**config.mk**
```make
export PLATFORM = sky130hd
export DESIGN_NAME = kbd_matrix_scanner
export DESIGN_NICKNAME = d
export VERILOG_FILES = /design/src/rtl/kbd_scan_pkg.sv /design/src/rtl/kbd_scan_counter.sv /design/src/rtl/kbd_seq_detector.sv /design/src/rtl/kbd_code_latch.sv /design/src/rtl/kbd_matrix_scanner.sv
export SDC_FILE = /design/constraint.sdc
export NUM_CORES = 1
export LEC_CHECK = 0
export BUFFER_PORTS_ARGS = -buffer_cell sky130_fd_sc_hd__buf_4
export CAP_MARGIN = 20
export CORE_MARGIN = 2
export CORE_UTILIZATION = 57
export CTS_CLUSTER_SIZE = 20
export DETAILED_ROUTE_END_ITERATION = 8
export PLACE_DENSITY = 0.84
export SETUP_SLACK_MARGIN = 0.02
export SKIP_CTS_REPAIR_TIMING = 1
export SLEW_MARGIN = 10
export SYNTH_ARGS = -nofsm -noshare
export SYNTH_HDL_FRONTEND = slang
export SYNTH_HIERARCHICAL = 1
export SYNTH_SLANG_ARGS = --single-unit
export TNS_END_PERCENT = 30
```
**constraint.sdc**
```tcl
create_clock -name clk -period 2.9 [get_ports clk]
set_input_delay 0.29 -clock clk [delete_from_list [all_inputs] [get_ports clk]]
set_output_delay 0.29 -clock clk [all_outputs]
set_load 0.005 [all_outputs]
```
**src/rtl/kbd_scan_pkg.sv**
```systemverilog
package kbd_scan_pkg;

   typedef enum logic [1:0] {
      DET_IDLE    = 2'd0,
      DET_CONFIRM = 2'd1,
      DET_HELD    = 2'd2
   } det_state_e;

endpackage

```
**src/rtl/kbd_scan_counter.sv**
```systemverilog
module kbd_scan_counter #(
   parameter int COL_W = 4,
   parameter int ROW_W = 4
) (
   input  logic                      clk,
   input  logic                      rst,
   input  logic                      tick,
   output logic [ROW_W-1:0]          row_o,
   output logic [COL_W-1:0]          col_o,
   output logic [(1 << COL_W)-1:0]   col_onehot_o
);

   localparam int NCOL = 1 << COL_W;
   localparam logic [ROW_W-1:0] ROW_LAST = '1;

   logic [ROW_W-1:0] row_q;
   logic [COL_W-1:0] col_q;

   always_ff @(posedge clk) begin
      if (rst) begin
         row_q <= '0;
         col_q <= '0;
      end else if (tick) begin
         row_q <= row_q + ROW_W'(1);
         if (row_q == ROW_LAST) begin
            col_q <= col_q + COL_W'(1);
         end
      end
   end

   for (genvar gi = 0; gi < NCOL; gi++) begin : g_col_dec
      assign col_onehot_o[gi] = (col_q == COL_W'(gi));
   end

   assign row_o = row_q;
   assign col_o = col_q;

   // a single column line is driven
   p_one_col_r2: assert property (@(posedge clk) disable iff (rst)
      $countones(col_onehot_o) == 1);

   // row steps on tick, holds without it
   p_row_step_r3: assert property (@(posedge clk) disable iff (rst)
      tick |=> row_o == $past(row_o) + ROW_W'(1));
   p_row_hold_r3: assert property (@(posedge clk) disable iff (rst)
      !tick |=> $stable(row_o) && $stable(col_o));

   // column steps only on row wrap
   p_col_wrap_r4: assert property (@(posedge clk) disable iff (rst)
      (tick && row_o == ROW_LAST) |=> col_o == $past(col_o) + COL_W'(1));
   p_col_keep_r4: assert property (@(posedge clk) disable iff (rst)
      (tick && row_o != ROW_LAST) |=> $stable(col_o));

endmodule

```
**src/rtl/kbd_seq_detector.sv**
```systemverilog
module kbd_seq_detector
   import kbd_scan_pkg::*;
#(
   parameter int CODE_W         = 8,
   parameter int CONFIRM_PASSES = 2,
   parameter int RELEASE_PASSES = 1
) (
   input  logic              clk,
   input  logic              rst,
   input  logic              tick,
   input  logic              sense,
   input  logic [CODE_W-1:0] pos,
   output logic              load_o,
   output logic [CODE_W-1:0] load_code_o,
   output logic              thresh_low_o
);

   localparam int HIT_W  = $clog2(CONFIRM_PASSES + 1);
   localparam int MISS_W = $clog2(RELEASE_PASSES + 1);
   localparam logic [HIT_W-1:0]  HIT_GOAL  = HIT_W'(CONFIRM_PASSES);
   localparam logic [MISS_W-1:0] MISS_GOAL = MISS_W'(RELEASE_PASSES);

   det_state_e        state_q, state_d;
   logic [CODE_W-1:0] cand_q, cand_d;
   logic [HIT_W-1:0]  hits_q, hits_d, hit_inc;
   logic [MISS_W-1:0] miss_q, miss_d, miss_inc;
   logic              at_cand;

   always_comb begin
      state_d  = state_q;
      cand_d   = cand_q;
      hits_d   = hits_q;
      miss_d   = miss_q;
      load_o   = 1'b0;
      at_cand  = (pos == cand_q);
      hit_inc  = (state_q == DET_IDLE) ? HIT_W'(1) : hits_q + HIT_W'(1);
      miss_inc = miss_q + MISS_W'(1);
      if (tick) begin
         case (state_q)
            DET_IDLE: begin
               if (sense) begin
                  cand_d = pos;
                  hits_d = hit_inc;
                  miss_d = '0;
                  if (hit_inc == HIT_GOAL) begin
                     load_o  = 1'b1;
                     state_d = DET_HELD;
                  end else begin
                     state_d = DET_CONFIRM;
                  end
               end
            end
            DET_CONFIRM: begin
               if (at_cand) begin
                  if (sense) begin
                     hits_d = hit_inc;
                     if (hit_inc == HIT_GOAL) begin
                        load_o  = 1'b1;
                        state_d = DET_HELD;
                     end
                  end else begin
                     state_d = DET_IDLE;
                  end
               end
            end
            DET_HELD: begin
               if (at_cand) begin
                  if (sense) begin
                     miss_d = '0;
                  end else if (miss_inc == MISS_GOAL) begin
                     state_d = DET_IDLE;
                  end else begin
                     miss_d = miss_inc;
                  end
               end
            end
            default: state_d = DET_IDLE;
         endcase
      end
   end

   always_ff @(posedge clk) begin
      if (rst) begin
         state_q <= DET_IDLE;
         cand_q  <= '0;
         hits_q  <= '0;
         miss_q  <= '0;
      end else begin
         state_q <= state_d;
         cand_q  <= cand_d;
         hits_q  <= hits_d;
         miss_q  <= miss_d;
      end
   end

   assign load_code_o  = pos;
   assign thresh_low_o = (state_q == DET_HELD);

   // acceptance needs a live closure on a tick
   p_load_needs_sense_r5: assert property (@(posedge clk) disable iff (rst)
      load_o |-> (tick && sense));

   // no second load while a key is held
   p_no_reload_r8: assert property (@(posedge clk) disable iff (rst)
      thresh_low_o |-> !load_o);

   // other positions leave the tracked key untouched
   p_ignore_other_r9: assert property (@(posedge clk) disable iff (rst)
      (state_q != DET_IDLE && tick && !at_cand) |=> ($stable(cand_q) && $stable(state_q)));

   // lowered threshold persists until the held key reads open
   p_hold_low_r7: assert property (@(posedge clk) disable iff (rst)
      (thresh_low_o && !(tick && at_cand && !sense)) |=> thresh_low_o);

endmodule

```
**src/rtl/kbd_code_latch.sv**
```systemverilog
module kbd_code_latch #(
   parameter int CODE_W = 8
) (
   input  logic              clk,
   input  logic              rst,
   input  logic              load,
   input  logic [CODE_W-1:0] code,
   input  logic              ack,
   output logic [CODE_W-1:0] key_code_o,
   output logic              key_ready_o
);

   always_ff @(posedge clk) begin
      if (rst) begin
         key_code_o  <= '0;
         key_ready_o <= 1'b0;
      end else if (load) begin
         key_code_o  <= code;
         key_ready_o <= 1'b1;
      end else if (ack) begin
         key_ready_o <= 1'b0;
      end
   end

   // a load always leaves the flag set with the new code
   p_load_sets_r10: assert property (@(posedge clk) disable iff (rst)
      load |=> (key_ready_o && key_code_o == $past(code)));

   // a lone acknowledge clears the flag
   p_ack_clears_r10: assert property (@(posedge clk) disable iff (rst)
      (ack && !load) |=> !key_ready_o);

endmodule

```
**src/rtl/kbd_matrix_scanner.sv**
```systemverilog
module kbd_matrix_scanner #(
   parameter int COL_W          = 4,
   parameter int ROW_W          = 4,
   parameter int CONFIRM_PASSES = 2,
   parameter int RELEASE_PASSES = 1
) (
   input  logic                       clk,
   input  logic                       rst,
   input  logic                       scan_tick,
   input  logic                       sense_in,
   input  logic                       key_ack,
   output logic [(1 << COL_W)-1:0]    col_drive,
   output logic [ROW_W-1:0]           row_sel,
   output logic                       thresh_low,
   output logic [COL_W+ROW_W-1:0]     key_code,
   output logic                       key_ready
);

   localparam int CODE_W = COL_W + ROW_W;

   initial begin
      if (COL_W < 1 || COL_W > 6)
         $fatal(1, "kbd_matrix_scanner: COL_W out of range");
      if (ROW_W < 1 || ROW_W > 6)
         $fatal(1, "kbd_matrix_scanner: ROW_W out of range");
      if (CONFIRM_PASSES < 1)
         $fatal(1, "kbd_matrix_scanner: CONFIRM_PASSES must be at least 1");
      if (RELEASE_PASSES < 1)
         $fatal(1, "kbd_matrix_scanner: RELEASE_PASSES must be at least 1");
   end

   logic [COL_W-1:0]  col_idx;
   logic [CODE_W-1:0] load_code;
   logic              load;

   kbd_scan_counter #(
      .COL_W (COL_W),
      .ROW_W (ROW_W)
   ) i_counter (
      .clk          (clk),
      .rst          (rst),
      .tick         (scan_tick),
      .row_o        (row_sel),
      .col_o        (col_idx),
      .col_onehot_o (col_drive)
   );

   kbd_seq_detector #(
      .CODE_W         (CODE_W),
      .CONFIRM_PASSES (CONFIRM_PASSES),
      .RELEASE_PASSES (RELEASE_PASSES)
   ) i_detector (
      .clk          (clk),
      .rst          (rst),
      .tick         (scan_tick),
      .sense        (sense_in),
      .pos          ({col_idx, row_sel}),
      .load_o       (load),
      .load_code_o  (load_code),
      .thresh_low_o (thresh_low)
   );

   kbd_code_latch #(
      .CODE_W (CODE_W)
   ) i_latch (
      .clk         (clk),
      .rst         (rst),
      .load        (load),
      .code        (load_code),
      .ack         (key_ack),
      .key_code_o  (key_code),
      .key_ready_o (key_ready)
   );

   // each fresh code arrives with the lowered threshold selected
   p_ready_low_r7: assert property (@(posedge clk) disable iff (rst)
      $rose(key_ready) |-> thresh_low);

   // the latched upper nibble names the column that was driven
   p_code_col_r6: assert property (@(posedge clk) disable iff (rst)
      load |=> key_code[CODE_W-1:ROW_W] == $past(col_idx));

endmodule

```
==> results.md <==
* DRT Pass-1 Iters at 4
* Outcome: complete, no violations
* Max Slew Vio Count at 0
* Count leader, synth: dfxtp_1
* DRC viols at 0
* R2R depth at 5
* RSZ-0062 raised after global routing: false
* Drt total wl at 3260 um
* Initial DRC Count at 22
* First-pass GRT wire length at 5330 um
* Vias in the first global route at 1129
* Worst Path Required at 3120 ps
* Synth top cells by count: dfxtp_1, nand2_1, nor2_1, a21oi_1, and2_1
* Vias post-DR at 1258
* Seq/Total Area, Yosys at 0.379
* Post-synth EDFFs at 0
* IO buf count at 34
* Most used flip-flop cell after synthesis: dfxtp_1
* Post-synthesis cell type count at 38
* Worst Hold Class: input port to flip-flop
* Die ar. at 3120 um^2
* Synth Register Bits at 29
* WL/cell at 14.1 um
* Max transition margin at 0.640
* Asr flop ratio synth at 0
* Final hold slack at 231 ps
* R2R setup slack at 970 ps
* GRT Total Usage at 0.220
* Initial Util at 0.608
* Final setup margin at 974 ps
* Largest net degree at the start of global routing at 33
* Share of layout cells above drive strength 1 at 0.249
* Num rows at 18
* Synth Area per Inst at 8.86 um^2
* Worst slew pin tran at 538 ps
* Setup WS pre-CTS at 1010 ps
* Post-synthesis instance total at 173
* Final Net Count at 210
* ANT cells at 0
* Hold Vio Cnt, Final at 0
* CTS tree: done
* Ports at 35
* Ranking of synthesized cells by area: dfxtp_1, mux2i_1, xor2_1
* Routed Antenna Nets at 0
* Fin Setup TNS at 0 ps
* Share of the synthesized area in the top cell type at 0.379
* Worst R2R End: i_latch/key_code_o[4]$_SDFFE_PP0P_
* Pwr per Cell Area at 425 nW/um^2
* DP Wirelength at 2400 um
* CTS Root Buffer Type: clkbuf_4
* CTS Buffer Depth at 2
* Min Tclk post-route at 1930 ps
* Hold-critical path depth at 3
* Die height at 55.9 um
* Total CTS buffers at 5
* Final Cell Area at 1800 um^2
* Max FO, Critical Path at 9
* Overflow after GRT at 0
* RR Startpoint: i_counter/row_o[2]$_SDFFE_PP0P_
* Startpoint Class: flip-flop
* Final setup violation count at 0
* Initial antenna violation count at 0
* Area of placed instances at 1730 um^2
* CP Class: flip-flop to flip-flop
* GP Congestion at 0.820
* Clock Sinks at 29
* CTS H-tree depth at 2
* Fmax at 519 MHz
* Hold Startpoint: key_ack
* Die width at 55.9 um
* Max-Cap Viols at 0
* Hold EP: i_latch/key_ready_o$_SDFFE_PP0P_
* Fin crit share at 0.664
* WP data arrival at 2140 ps
* Syn nets at 183
* Worst-path clk slew at 90 ps
* Total leakage power at 0.826 nW
* Area growth syn-to-layout at 17.6%
* YS warnings at 6
* Maximum VDD drop at 0.415 mV
* Synth area leader: dfxtp_1
* Critical path capture point type: flip-flop
* Core area at 2520 um^2
* Clock skew at 8.61 ps
* Cell area after synthesis at 1530 um^2
* Worst-skew pair later-pin latency at 330 ps
* Post-DR vias/cell at 5.45
-- state kept, by name (all words and copies together) (netlist names) --
name,flops
i_latch/key_ready_o,1
i_counter/row_o,4
i_detector/state_q,2
i_latch/key_code_o,8
i_detector/cand_q,8
i_counter/col_o,4
i_detector/hits_q,2
-- worst max path at each step --
| stage | end | start | cells past startpoint |
|---|---|---|---|
| 2_1_floorplan | i_latch/key_code_o[0]$_SDFFE_PP0P_ | i_counter/row_o[2]$_SDFFE_PP0P_ | 6 |
| 3_3_place_gp | i_latch/key_code_o[2]$_SDFFE_PP0P_ | i_counter/row_o[2]$_SDFFE_PP0P_ | 5 |
| 3_5_place_dp | i_latch/key_code_o[4]$_SDFFE_PP0P_ | i_counter/row_o[2]$_SDFFE_PP0P_ | 5 |
| 4_1_cts | i_latch/key_code_o[4]$_SDFFE_PP0P_ | i_counter/row_o[2]$_SDFFE_PP0P_ | 5 |
| 5_1_grt | i_latch/key_code_o[4]$_SDFFE_PP0P_ | i_counter/row_o[0]$_SDFFE_PP0P_ | 5 |
| 6_report | i_latch/key_code_o[4]$_SDFFE_PP0P_ | i_counter/row_o[2]$_SDFFE_PP0P_ | 5 |
-- placed cells by master (no fill, tap or decap), types with 5 or more instances in the layout --
master / synthesis / routed
ha_1: 5 / 5
mux2i_1: 10 / 10
xor2_1: 10 / 10
and2_1: 11 / 11
buf_4: 8 / 34
clkbuf_4: 0 / 5
nand2_1: 19 / 19
nor2_1: 16 / 16
dfxtp_1: 29 / 29
a21oi_1: 13 / 13
inv_1: 8 / 8
-- metal layers --
layer  routed length (um)  track usage  up-vias
met5                    0            0        -
met4                   49        0.109        0
met3                  165       0.0535        7
met2                 1510        0.335       34
met1                 1540        0.291      588
li1                     -            -      629
-- through the flow --
step	util	power, W	instances
detailed placement	0.687	0.000498	223
global route	0.715	0.000797	231
finish	0.715	0.000766	231
global placement	0.687	0.000494	223
CTS	0.715	0.000776	231
floorplan	-	0.000477	173
-- layout make-up --
type | instances | area (um^2)
clock inverter | 1 | 5.00
multi-input combinational | 122 | 830
fill | 208 | 719
inverter | 8 | 30.0
sequential | 29 | 581
tap | 30 | 37.5
timing repair buffer | 34 | 255
clock buffer | 7 | 65.1
-- power by group --
part | total, W | switching [W] | internal (W)
clock | 0.000277 | 0.000137 | 0.000140
combinational | 0.0000727 | 0.0000404 | 0.0000322
sequential | 0.000416 | 0.0000111 | 0.000405
total | 0.000766 | 0.000188 | 0.000577
-- kinds of logic (layout without fill, tap and decap cells) --
logic type               after synthesis  after routing  synth area share
AO/OA/AOI/OAI                         22             22            0.0841
XOR/XNOR                              12             12            0.0686
adder cells (fa/ha/maj)                5              5            0.0408
buffers and inverters                 22             50            0.0800
flip-flops                            29             29             0.379
multiplexers                          10             10            0.0653
AND/OR/NAND/NOR                       73             73             0.282
-- critical path, cell delays in order, from the launching register on --
cell and delay (ps):
dfxtp_1 540, xor2_1 170, nor4_4 390, and3_2 410
mux2i_1 240, nor2_1 60
No activity file was read; power rests on OpenSTA's default activity.
